$ cat config.mk
export PLATFORM = sky130hd
export DESIGN_NAME = vend_credit_ctrl
export DESIGN_NICKNAME = d
export VERILOG_FILES = /design/src/rtl/vend_pkg.sv /design/src/rtl/vend_coin_value.sv /design/src/rtl/vend_decide.sv /design/src/rtl/vend_state_regs.sv /design/src/rtl/vend_credit_ctrl.sv
export SDC_FILE = /design/constraint.sdc
export NUM_CORES = 1
export LEC_CHECK = 0
export BUFFER_PORTS_ARGS = -buffer_cell sky130_fd_sc_hd__buf_2
export CAP_MARGIN = 20
export CORE_MARGIN = 8
export CORE_UTILIZATION = 55
export DETAILED_ROUTE_END_ITERATION = 8
export MAX_ROUTING_LAYER = met4
export PLACE_DENSITY = 0.89
export SLEW_MARGIN = 20
export SYNTH_ARGS = -nofsm -noshare
export SYNTH_HDL_FRONTEND = slang
export SYNTH_SLANG_ARGS = --single-unit
$ cat constraint.sdc
create_clock -name clk -period 3.9 [get_ports clk]
set_input_delay 0 -clock clk [delete_from_list [all_inputs] [get_ports clk]]
set_output_delay 0 -clock clk [all_outputs]
set_load 0.02 [all_outputs]
$ cat src/rtl/vend_pkg.sv
package vend_pkg;

    localparam int UNIT_CENTS = 5;
    localparam int UNITS_W    = 6;
    localparam int CENTS_W    = 7;
    localparam int WIDE_W     = UNITS_W + 3;

    typedef enum logic [1:0] {
        COIN_NICKEL  = 2'b00,
        COIN_DIME    = 2'b01,
        COIN_QUARTER = 2'b10,
        COIN_DOLLAR  = 2'b11
    } coin_e;

    typedef logic [UNITS_W-1:0] units_t;
    typedef logic [CENTS_W-1:0] cents_t;

    typedef struct packed {
        logic   vend;
        units_t next_credit;
        units_t excess;
    } decision_t;

    function automatic units_t coin_units(coin_e c);
        units_t u;
        case (c)
            COIN_NICKEL:  u = units_t'(1);
            COIN_DIME:    u = units_t'(2);
            COIN_QUARTER: u = units_t'(5);
            default:      u = units_t'(20);
        endcase
        return u;
    endfunction

    function automatic cents_t units_to_cents(units_t u);
        logic [WIDE_W-1:0] w;
        w = {3'b000, u} * WIDE_W'(UNIT_CENTS);
        return w[CENTS_W-1:0];
    endfunction

endpackage

$ cat src/rtl/vend_coin_value.sv
module vend_coin_value
    import vend_pkg::*;
(
    input  logic [1:0] code,
    output units_t     value
);
    always_comb value = coin_units(coin_e'(code));
endmodule

$ cat src/rtl/vend_decide.sv
module vend_decide
    import vend_pkg::*;
#(
    parameter int PRICE_UNITS = 18
) (
    input  logic      coin_ok,
    input  units_t    credit_q,
    input  units_t    coin_val,
    output decision_t dec
);
    localparam units_t PRICE_U = units_t'(PRICE_UNITS);

    units_t total;

    always_comb begin
        total           = credit_q + coin_val;
        dec.vend        = 1'b0;
        dec.next_credit = credit_q;
        dec.excess      = '0;
        if (coin_ok) begin
            if (total >= PRICE_U) begin
                dec.vend        = 1'b1;
                dec.next_credit = '0;
                dec.excess      = total - PRICE_U;
            end else begin
                dec.next_credit = total;
            end
        end
    end
endmodule

$ cat src/rtl/vend_state_regs.sv
module vend_state_regs
    import vend_pkg::*;
(
    input  logic      clk,
    input  logic      rst,
    input  decision_t dec,
    output units_t    credit_q,
    output logic      vend_q,
    output cents_t    change_q
);
    always_ff @(posedge clk) begin
        if (rst) begin
            credit_q <= '0;
            vend_q   <= 1'b0;
            change_q <= '0;
        end else begin
            credit_q <= dec.next_credit;
            vend_q   <= dec.vend;
            change_q <= dec.vend ? units_to_cents(dec.excess) : '0;
        end
    end
endmodule

$ cat src/rtl/vend_credit_ctrl.sv
module vend_credit_ctrl
    import vend_pkg::*;
#(
    parameter int PRICE_CENTS = 90
) (
    input  logic       clk,
    input  logic       rst,
    input  logic       coin_valid,
    input  logic [1:0] coin_code,
    output logic       dispense,
    output logic       change_valid,
    output logic [6:0] change_cents,
    output logic [6:0] credit_cents
);
    localparam int PRICE_UNITS = PRICE_CENTS / UNIT_CENTS;

    units_t    coin_val;
    units_t    credit_q;
    decision_t dec;
    logic      vend_q;
    cents_t    change_q;

    vend_coin_value u_value (
        .code  (coin_code),
        .value (coin_val)
    );

    vend_decide #(.PRICE_UNITS(PRICE_UNITS)) u_decide (
        .coin_ok  (coin_valid),
        .credit_q (credit_q),
        .coin_val (coin_val),
        .dec      (dec)
    );

    vend_state_regs u_regs (
        .clk      (clk),
        .rst      (rst),
        .dec      (dec),
        .credit_q (credit_q),
        .vend_q   (vend_q),
        .change_q (change_q)
    );

    assign dispense     = vend_q;
    assign change_valid = vend_q;
    assign change_cents = change_q;
    assign credit_cents = units_to_cents(credit_q);

    assert_credit_below_price_R8: assert property (@(posedge clk) disable iff (rst)
        credit_cents < 7'(PRICE_CENTS));

    assert_change_zero_idle_R9: assert property (@(posedge clk) disable iff (rst)
        !change_valid |-> change_cents == 7'd0);

    assert_pulse_pair_R9: assert property (@(posedge clk) disable iff (rst)
        dispense == change_valid);

    assert_idle_hold_R6: assert property (@(posedge clk) disable iff (rst)
        !coin_valid |=> ($stable(credit_cents) && !dispense));

    assert_single_pulse_R7: assert property (@(posedge clk) disable iff (rst)
        (dispense && !coin_valid) |=> !dispense);

    assert_dollar_vends_R2: assert property (@(posedge clk) disable iff (rst)
        (coin_valid && coin_code == 2'b11) |=> (dispense && credit_cents == 7'd0));

    assert_nickel_adds_R3: assert property (@(posedge clk) disable iff (rst)
        (coin_valid && coin_code == 2'b00 && credit_cents < 7'd85)
        |=> (!dispense && credit_cents == $past(credit_cents) + 7'd5));
endmodule

Word-level counts from Yosys, hierarchy flattened
Index checks and enable logic that the tools add are counted.

storage, ports and cells
  register bits = 14
  latch bits = 0
  bits in writable memories = 0
  memory bits (read-only) = 0
  bits of input ports = 5
  word-level logic and storage cells = 18
  memories = 0

cells by class
  $add $sub $neg = 2
  multiply operators = 2
  divide/modulo/power cells = 0
  $lt $le $gt $ge = 1
  eq/ne operators = 2
  shift-type cells = 0
  mux-type cells = 5
  bitwise gates (word level) = 1
  reductions and logical operators = 2

operators by type and width
  operator                                              count
  one-hot mux 5 bit (3 select lines)                    1
  multiplier 6 x 3 -> 7 bit (second input constant)     2
  two-way mux 13 bit                                    1
  two-way mux 6 bit                                     2
  adder 6 x 5 -> 6 bit                                  1
  >= comparator 6 x 5 -> 1 bit (second input constant)  1
  subtractor 6 x 5 -> 6 bit (second input constant)     1
  equality test 2 x 1 -> 1 bit (second input constant)  1
  equality test 2 bit (second input constant)           1
  logical NOT 2 bit                                     1
  OR reduction 2 bit                                    1
  two-way mux 1 bit                                     1
  NOT 1 bit                                             1

Longest topological paths before layout
Gate-level depths: netlist of the first run.

  word-level depth = 8
  gate-level depth with buffers = 18

Hierarchy
Synthesis of the first run repeated with hierarchy kept, for this count alone.

second synthesis, totals
  cells, all modules = 128
  area, all modules = 1219.9 µm²

by module, submodules not included
  module            times used  cells an instance  area an instance (µm²)  sequential area each (µm²)
  vend_state_regs   1           43                 544.3                   280.3
  vend_decide       1           64                 475.5                   0.0
  vend_credit_ctrl  1           14                 157.7                   0.0
  vend_coin_value   1           7                  42.5                    0.0

Worst setup path before layout of the first run
No wires, ideal clock.

  kind = reg-to-reg
  start point = register u_regs.credit_q[0]
  end point = register u_regs.change_q[6]
  setup time = 0.116 ns
  arrival time = 3.277 ns
  data required time = 3.784 ns
  slack = 0.507 ns
  cell stages (with the launch flop) = 18
  buffers on the path = 1
  period minus slack after synthesis = 3.393 ns
  cell sequence = dfxtp_1 -> ha_1 -> inv_1 -> fa_1 -> xor2_2 -> nand4_1 -> a21oi_1 -> o32ai_2 -> nand2_2 -> buf_6 -> nor2_1 -> ha_1 -> ha_1 -> a21o_1 -> a21oi_1 -> xor2_1 -> xnor2_1 -> nor3_2

between the ends
  longest elaborated chain between the ends = 6
  elaborated cells between the ends (all ways) = 9

ends and longest elaborated chain
  what                                                                               RTL line               source
  start, declared                                                                    vend_state_regs.sv:7   output units_t credit_q,
  start signal, assigned                                                             vend_state_regs.sv:17  credit_q <= dec.next_credit;
  adder 6 x 5 -> 6 bit *                                                             vend_decide.sv:16      total = credit_q + coin_val;
  >= comparator 6 x 5 -> 1 bit                                                       vend_decide.sv:21      if (total >= PRICE_U) begin
  two-way mux 1 bit                                                                  vend_decide.sv:21
  two-way mux 13 bit *                                                               vend_decide.sv:20      if (coin_ok) begin
  parallel branches: the longest is 2 deep, another holds multiplier 6 x 3 -> 7 bit  -
  end signal, assigned                                                               vend_state_regs.sv:19  change_q <= dec.vend ? units_to_cents(dec.excess) : '0;
  end, declared                                                                      vend_state_regs.sv:9   output cents_t change_q

Mark *: on every way between the ends.
A chain may end at the register's enable or synchronous reset.

Worst setup path after layout of the first run
Ends and elaborated chain as after synthesis.

==> results of run 1 <==
==> synth_stat cells (all sizes together) <==
cell type  count
nor3b          5
nand3b         2
nor3           7
mux2i          3
a21o           2
and2           2
nand2          6
fa             3
xor2           8
a21oi         11
nor2b          2
inv           10
or2            1
ha            19
o21ai          2
nor2           8
o41ai          1
buf            6
nand3          4
o21a           1
o32ai          1
nand2b         3
xnor2          3
dfxtp         14
clkbuf         2
nand4          3
==> placed cells by master, fill, tap and decap left out, drive strengths merged, types with 3 or more instances in the layout <==
cell,netlist,layout
nor2,8,8
fa,3,3
xnor2,3,3
clkbuf,2,4
nor3b,5,5
mux2i,3,3
inv,10,10
nand2,6,6
buf,6,21
ha,19,19
xor2,8,8
nand2b,3,3
a21oi,11,11
nand3,4,4
nand4,3,3
nor3,7,7
dfxtp,14,14
==> metrics by stage <==
| step | power (mW) | std cells | instance area [um2] | utilization |
|---|---|---|---|---|
| 2_1_floorplan | 0.245 | 129 | 1190 | - |
| 3_3_place_gp | 0.265 | 170 | 1280 | 0.601 |
| 3_5_place_dp | 0.268 | 170 | 1280 | 0.601 |
| 4_1_cts | 0.370 | 175 | 1320 | 0.622 |
| 5_1_grt | 0.391 | 175 | 1330 | 0.626 |
| 6_report | 0.369 | 175 | 1330 | 0.626 |
==> sequential cells by signal, summed over array words and instances, names as in the netlist <==
name	cells
u_regs.credit_q	6
u_regs.vend_q	1
u_regs.change_q	7
==> worst paths after layout <==
check                            end  cells after the start  slack (ns)
hold / removal         u_regs.vend_q                      2        0.07
setup / recovery  u_regs.change_q[6]                     16        0.22
setup reg to reg  u_regs.change_q[6]                     16        0.22
hold reg to reg   u_regs.credit_q[4]                      2        0.55
==> kinds of logic (layout without fill, tap and decap cells) <==
group	count (synthesis)	after routing	synth area share
AO/OA/AOI/OAI	18	18	0.0981
XOR/XNOR	11	11	0.0939
adder cells (fa/ha/maj)	22	22	0.251
buffers and inverters	18	36	0.0749
flip-flops	14	14	0.236
multiplexers	3	3	0.0253
AND/OR/NAND/NOR	43	43	0.220
==> what timing repair did <==
item	CTS	global route
hold buffers	1	0
hold endpoints to repair	1	0
resized for setup	0	2
setup endpoints to repair	0	1
==> power groups by stage <==
stage / combinational [mW] / sequential [mW] / clock [mW]
detailed placement: 0.113 / 0.155 / 0
global route: 0.130 / 0.152 / 0.109
finish: 0.116 / 0.152 / 0.102
floorplan: 0.0905 / 0.155 / 0
CTS: 0.114 / 0.152 / 0.104
global placement: 0.110 / 0.155 / 0
==> routing by layer <==
metal  GRT usage  vias up  share of wire
met3      0.0376        6          0.044
li1            -      474              -
met2       0.243       23           0.55
met4      0.0427        0          0.019
met1       0.136      452           0.39
met5           -        -              0
==> final cells by class <==
cell class	instances	area (um2)	area share
sequential	14	280	0.210
inverter	10	37.5	0.0282
tap	28	35.0	0.0263
clock buffer	4	36.3	0.0272
timing repair buffer	22	118	0.0883
multi-input combinational	97	826	0.620
==> critical path: cells and delay by family (launching register included) <==
kind	cells	cell delay, ns
xor gates and xnor gates	3	0.58
DFF	1	0.40
buffers and inverters	1	0.06
AOI/OAI and AO/OA	4	0.78
adders and majority gates	4	1.21
and+or+nand+nor	4	0.54
==> impl_results.md, run 1 <==
- Critical R2R Launch: u_regs.credit_q[0]
- Critical path type: reg -> reg
- DR WL/cell: around 14 um
- Clock buffer depth: 2
- CTS buffer count: 3
- H-tree depth: 1
- Switch Pwr: 0.120 mW
- Setup bufs post-CTS: 0
- WP data arrival: about 3.8 ns
- Clock power frac: 0.275
- CP Capture Type: register
- Max-slew violation count: 0
- Layout cells sized above 1: 0.252
- Total clock sinks: 14
- Worst Skew: 0.00375 ns
- Rows: 17
- Max-cap viol count: 0
- PortBufs: 20
- Die Span Y: 62.4 um
- Pwr Density: 277 nW/um2
- Unrepaired setup endpoints after global routing: no
- Hold Crit Class: in -> reg
- CP max stage cell: fa_1
- Setup ws final: approximately 0.22 ns
- Final Hold Viols: 0
- DP Wirelength: 2.01 mm
- Largest cells by area after synthesis: dfxtp_1 24%, ha_1 20%, fa_1 5.1%
- Vias: between 900 and 1k
- RD Place Congestion: 0.826
- Leakage: 0.697 nW
- First-pass GRT wire length: 4.32 mm
- Chip width: 62.4 um
- Critical-path maximum fanout: 13
- Tightest Pin Transition: just under 0.4 ns
- # diodes: 0
- Final setup violating endpoints: 0
- CP startpoint kind: register
- GRT Util Overall: 0.134
- Critical Path Source: u_regs.credit_q[0]
- Setup TNS Final: 0 ns
- CTS clk-pin slew, worst paths: ~0.08 ns
- Combinational group share of total power: 0.314
- Initial Util: 0.558
- Hold WS: about 0.065 ns
- Pin count of the biggest net entering global routing: 16
- Growth of design area from synthesis to finish: 12.3%
- DRT antenna net count: 0
- Most frequent CP cell: ha_1
- DRC viols: 0
- CTS root buf: clkbuf_4
- Worst-Skew Late Latency: between 0.2 and 0.3 ns
- Post-synth top area share: 0.236
- # IOs: 21
- Fill cells: approximately 180
- Maximum VDD drop: roughly 0.27 mV
- Nets: 175
- Relative slew slack: 0.741
- Core outline area: 2130 um2
- Yosys top cell by area: dfxtp_1
- Slowest stage delay, CP: about 0.43 ns
- Netlist cell types: 34
- Sequential group share of total power: 0.411
- Routed wire length: 2.48 mm
- Pre-CTS setup slack: 0.179 ns
- Synth Net Count: 156
- Fmax: 0.272 GHz
- Syn Inst Count: 129
- Pre-Repair DR Iteration Count: 4
- HP Start: rst
- Final period util: 0.943
- FF+latch count, synth: 14
- Net Sw Frac: 0.325
- Seq/Total Area, Yosys: 0.236
- Worst path cell trace: ha_1 -> inv_1 -> fa_1 -> xor2_2 -> nand4_1 -> a21oi_1 -> o32ai_2 -> nand2_4 -> nor2_1 -> ha_1 -> ha_1 -> a21o_1 -> a21oi_1 -> xor2_1 -> xnor2_1 -> nor3_2
- Routed vias/inst: 5.46
- Syn Area/Cell: 9.19 um2
- Antenna violations before repair: 0
- Die footprint: 3900 um2
- WP data required: 4.06 ns
- TritonCTS clock tree: yes
- First DRT Iteration DRCs: 36
- Number of global-route vias before repair: between 900 and 1k
- Total gr overflow: 0
- Status: completed
- Syn. warnings: 0
- Int Power: 0.249 mW
- Tmin final: 3.68 ns
- Synthesized area: between 1000 and 1500 um2
Power figures use the tool's default switching activity.
==> run 2: changes to the inputs <==
Settings changed: GPL_TIMING_DRIVEN set to 0.
==> run 2 against run 1 <==
Flip-flop and latch count did not move. Highest routed layer unchanged. Largest power group unchanged. Critical path type unchanged. Power increased by 4.7%. Global-route usage increased by 1.8 points.
==> impl_results.md, run 2 (synthesis gave the netlist of run 1 again) <==
- First-pass GRT wire length: 4.79 mm
- Unrepaired setup endpoints after global routing: no
- Critical-path maximum fanout: 10
- Die Span Y: 62.4 um
- Fmax: 0.271 GHz
- Hold Crit Class: in -> reg
- Pin count of the biggest net entering global routing: 11
- H-tree depth: 1
- CTS root buf: clkbuf_4
- CP startpoint kind: register
- TritonCTS clock tree: yes
- Growth of design area from synthesis to finish: 18.0%
- Routed wire length: 2.90 mm
- Fill cells: 173
- Final period util: 0.948
- Tmin final: approximately 3.7 ns
- Critical path type: reg -> reg
- DRC viols: 0
- Most common cell after layout, fill and taps aside: buf_2
- Final setup violating endpoints: 0
- Die footprint: 3900 um2
- Vias: 1035
- Worst Skew: 0.00247 ns
- Worst-Skew Late Latency: 0.29 ns
- Number of global-route vias before repair: 1084
- Initial Util: 0.558
- PortBufs: 20
- Worst path cell trace: ha_1 -> inv_1 -> fa_2 -> nor2b_1 -> nor2_1 -> mux2i_1 -> o32ai_2 -> nand2_2 -> buf_6 -> nor2_1 -> ha_1 -> ha_1 -> a21o_1 -> a21oi_1 -> xor2_1 -> xnor2_1 -> nor3_2
- DR WL/cell: around 16 um
- First DRT Iteration DRCs: 31
- Most frequent CP cell: ha_1
- Pre-Repair DR Iteration Count: 4
- GRT Util Overall: 0.152
- RD Place Congestion: roughly 0.8
- CTS buffer count: 3
- Routed vias/inst: 5.63
- Max reg flops: 7
- Rows: 17
- Clock buffer depth: 2
- Antenna violations before repair: 0
- # IOs: 21
- CP top delay family: adder cells
- Status: completed
- Pwr Density: between 200 and 300 nW/um2
- CP max stage cell: dfxtp_2
- Most flops, register: u_regs.change_q
- Layout cells sized above 1: 0.282
- Maximum VDD drop: 0.297 mV
- Chip width: 62.4 um
- CTS clk-pin slew, worst paths: 0.08 ns
- Total gr overflow: 0
- Max-slew violation count: 0
- Largest registers: u_regs.change_q: 7 flops, u_regs.credit_q: 6 flops, u_regs.vend_q: 1 flops
- Slowest stage delay, CP: between 0.3 and 0.4 ns
- WP data required: 4.09 ns
- Max-cap viol count: 0
- Setup TNS Final: 0 ns
- DP Wirelength: 2.20 mm
- Setup ws final: 0.204 ns
- Commonest non-fill, non-tap cells in the layout: 22 x buf_2, 19 x ha_1, 13 x dfxtp_1, 10 x inv_1, 10 x a21oi_1
- Pre-CTS setup slack: 0.0844 ns
- CP bufs+invs: 2
- Core outline area: 2130 um2
- Final Hold Viols: 0
- WP data arrival: 3.89 ns
- Total clock sinks: 14
- Nets: ~180
- DRT antenna net count: 0
- Leakage: ~0.73 nW
- Tightest Pin Transition: 0.555 ns
- CP Capture Type: register
- Relative slew slack: 0.630
- # diodes: 0
## run 2: per-layer routing
layer,GRT usage,share of wire,vias up
met2,0.272,0.55,48
met5,-,0,-
met4,0.0798,0.033,0
met3,0.0430,0.057,10
li1,-,-,492
met1,0.146,0.36,485
## run 2: area by class of cell
type	instances	area [um2]	share of cell area
buffer	8	51.3	0.0366
inverter	10	37.5	0.0268
tap	28	35.0	0.0250
multi-input combinational	97	831	0.593
clock buffer	4	36.3	0.0259
timing repair buffer	23	128	0.0912
sequential	14	282	0.201
## run 2: worst paths after layout
check,end,cells past startpoint,start,slack [ns]
worst max-delay path,u_regs.change_q[6],17,u_regs.credit_q[0],0.20
worst min-delay path,u_regs.change_q[0],5,coin_code[0],0.32
worst max register to register,u_regs.change_q[6],17,u_regs.credit_q[0],0.20
worst min register to register,u_regs.credit_q[0],2,u_regs.credit_q[0],0.55
## run 2: worst reg2reg max path: cells and delay by family, from the launching register on
family | cells | cell delay (ns)
buffers and inverters | 2 | 0.24
adder cells (fa/ha/maj) | 4 | 1.18
XOR/XNOR | 2 | 0.35
AO/OA/AOI/OAI | 3 | 0.70
multiplexers | 1 | 0.14
AND/OR/NAND/NOR | 5 | 0.61
flip-flops | 1 | 0.39
## run 2: timing repair
| action | CTS | global route |
|---|---|---|
| endpoints found under the setup margin | 0 | 2 |
| buffers inserted | 0 | 1 |
| resized for setup | 0 | 3 |
| hold buffers | 2 | 0 |
| hold endpoints to repair | 5 | 0 |
## run 2: report_power, final
part           internal (mW)  total [mW]  switching (mW)
registers              0.147       0.153         0.00531
logic                 0.0520       0.128          0.0758
clock network         0.0570       0.106          0.0489
## run 2: stage by stage
stage / cell area (um2) / hold slack [ns] / power (mW) / std cells / util
after floorplan: 1190 / 0.0697 / 0.245 / 129 / -
after global placement: 1320 / 0.245 / 0.267 / 177 / 0.621
after detailed placement: 1320 / 0.255 / 0.275 / 177 / 0.621
after CTS: 1380 / 0.307 / 0.380 / 183 / 0.648
after global routing: 1400 / 0.344 / 0.405 / 184 / 0.658
final: 1400 / 0.320 / 0.386 / 184 / 0.658
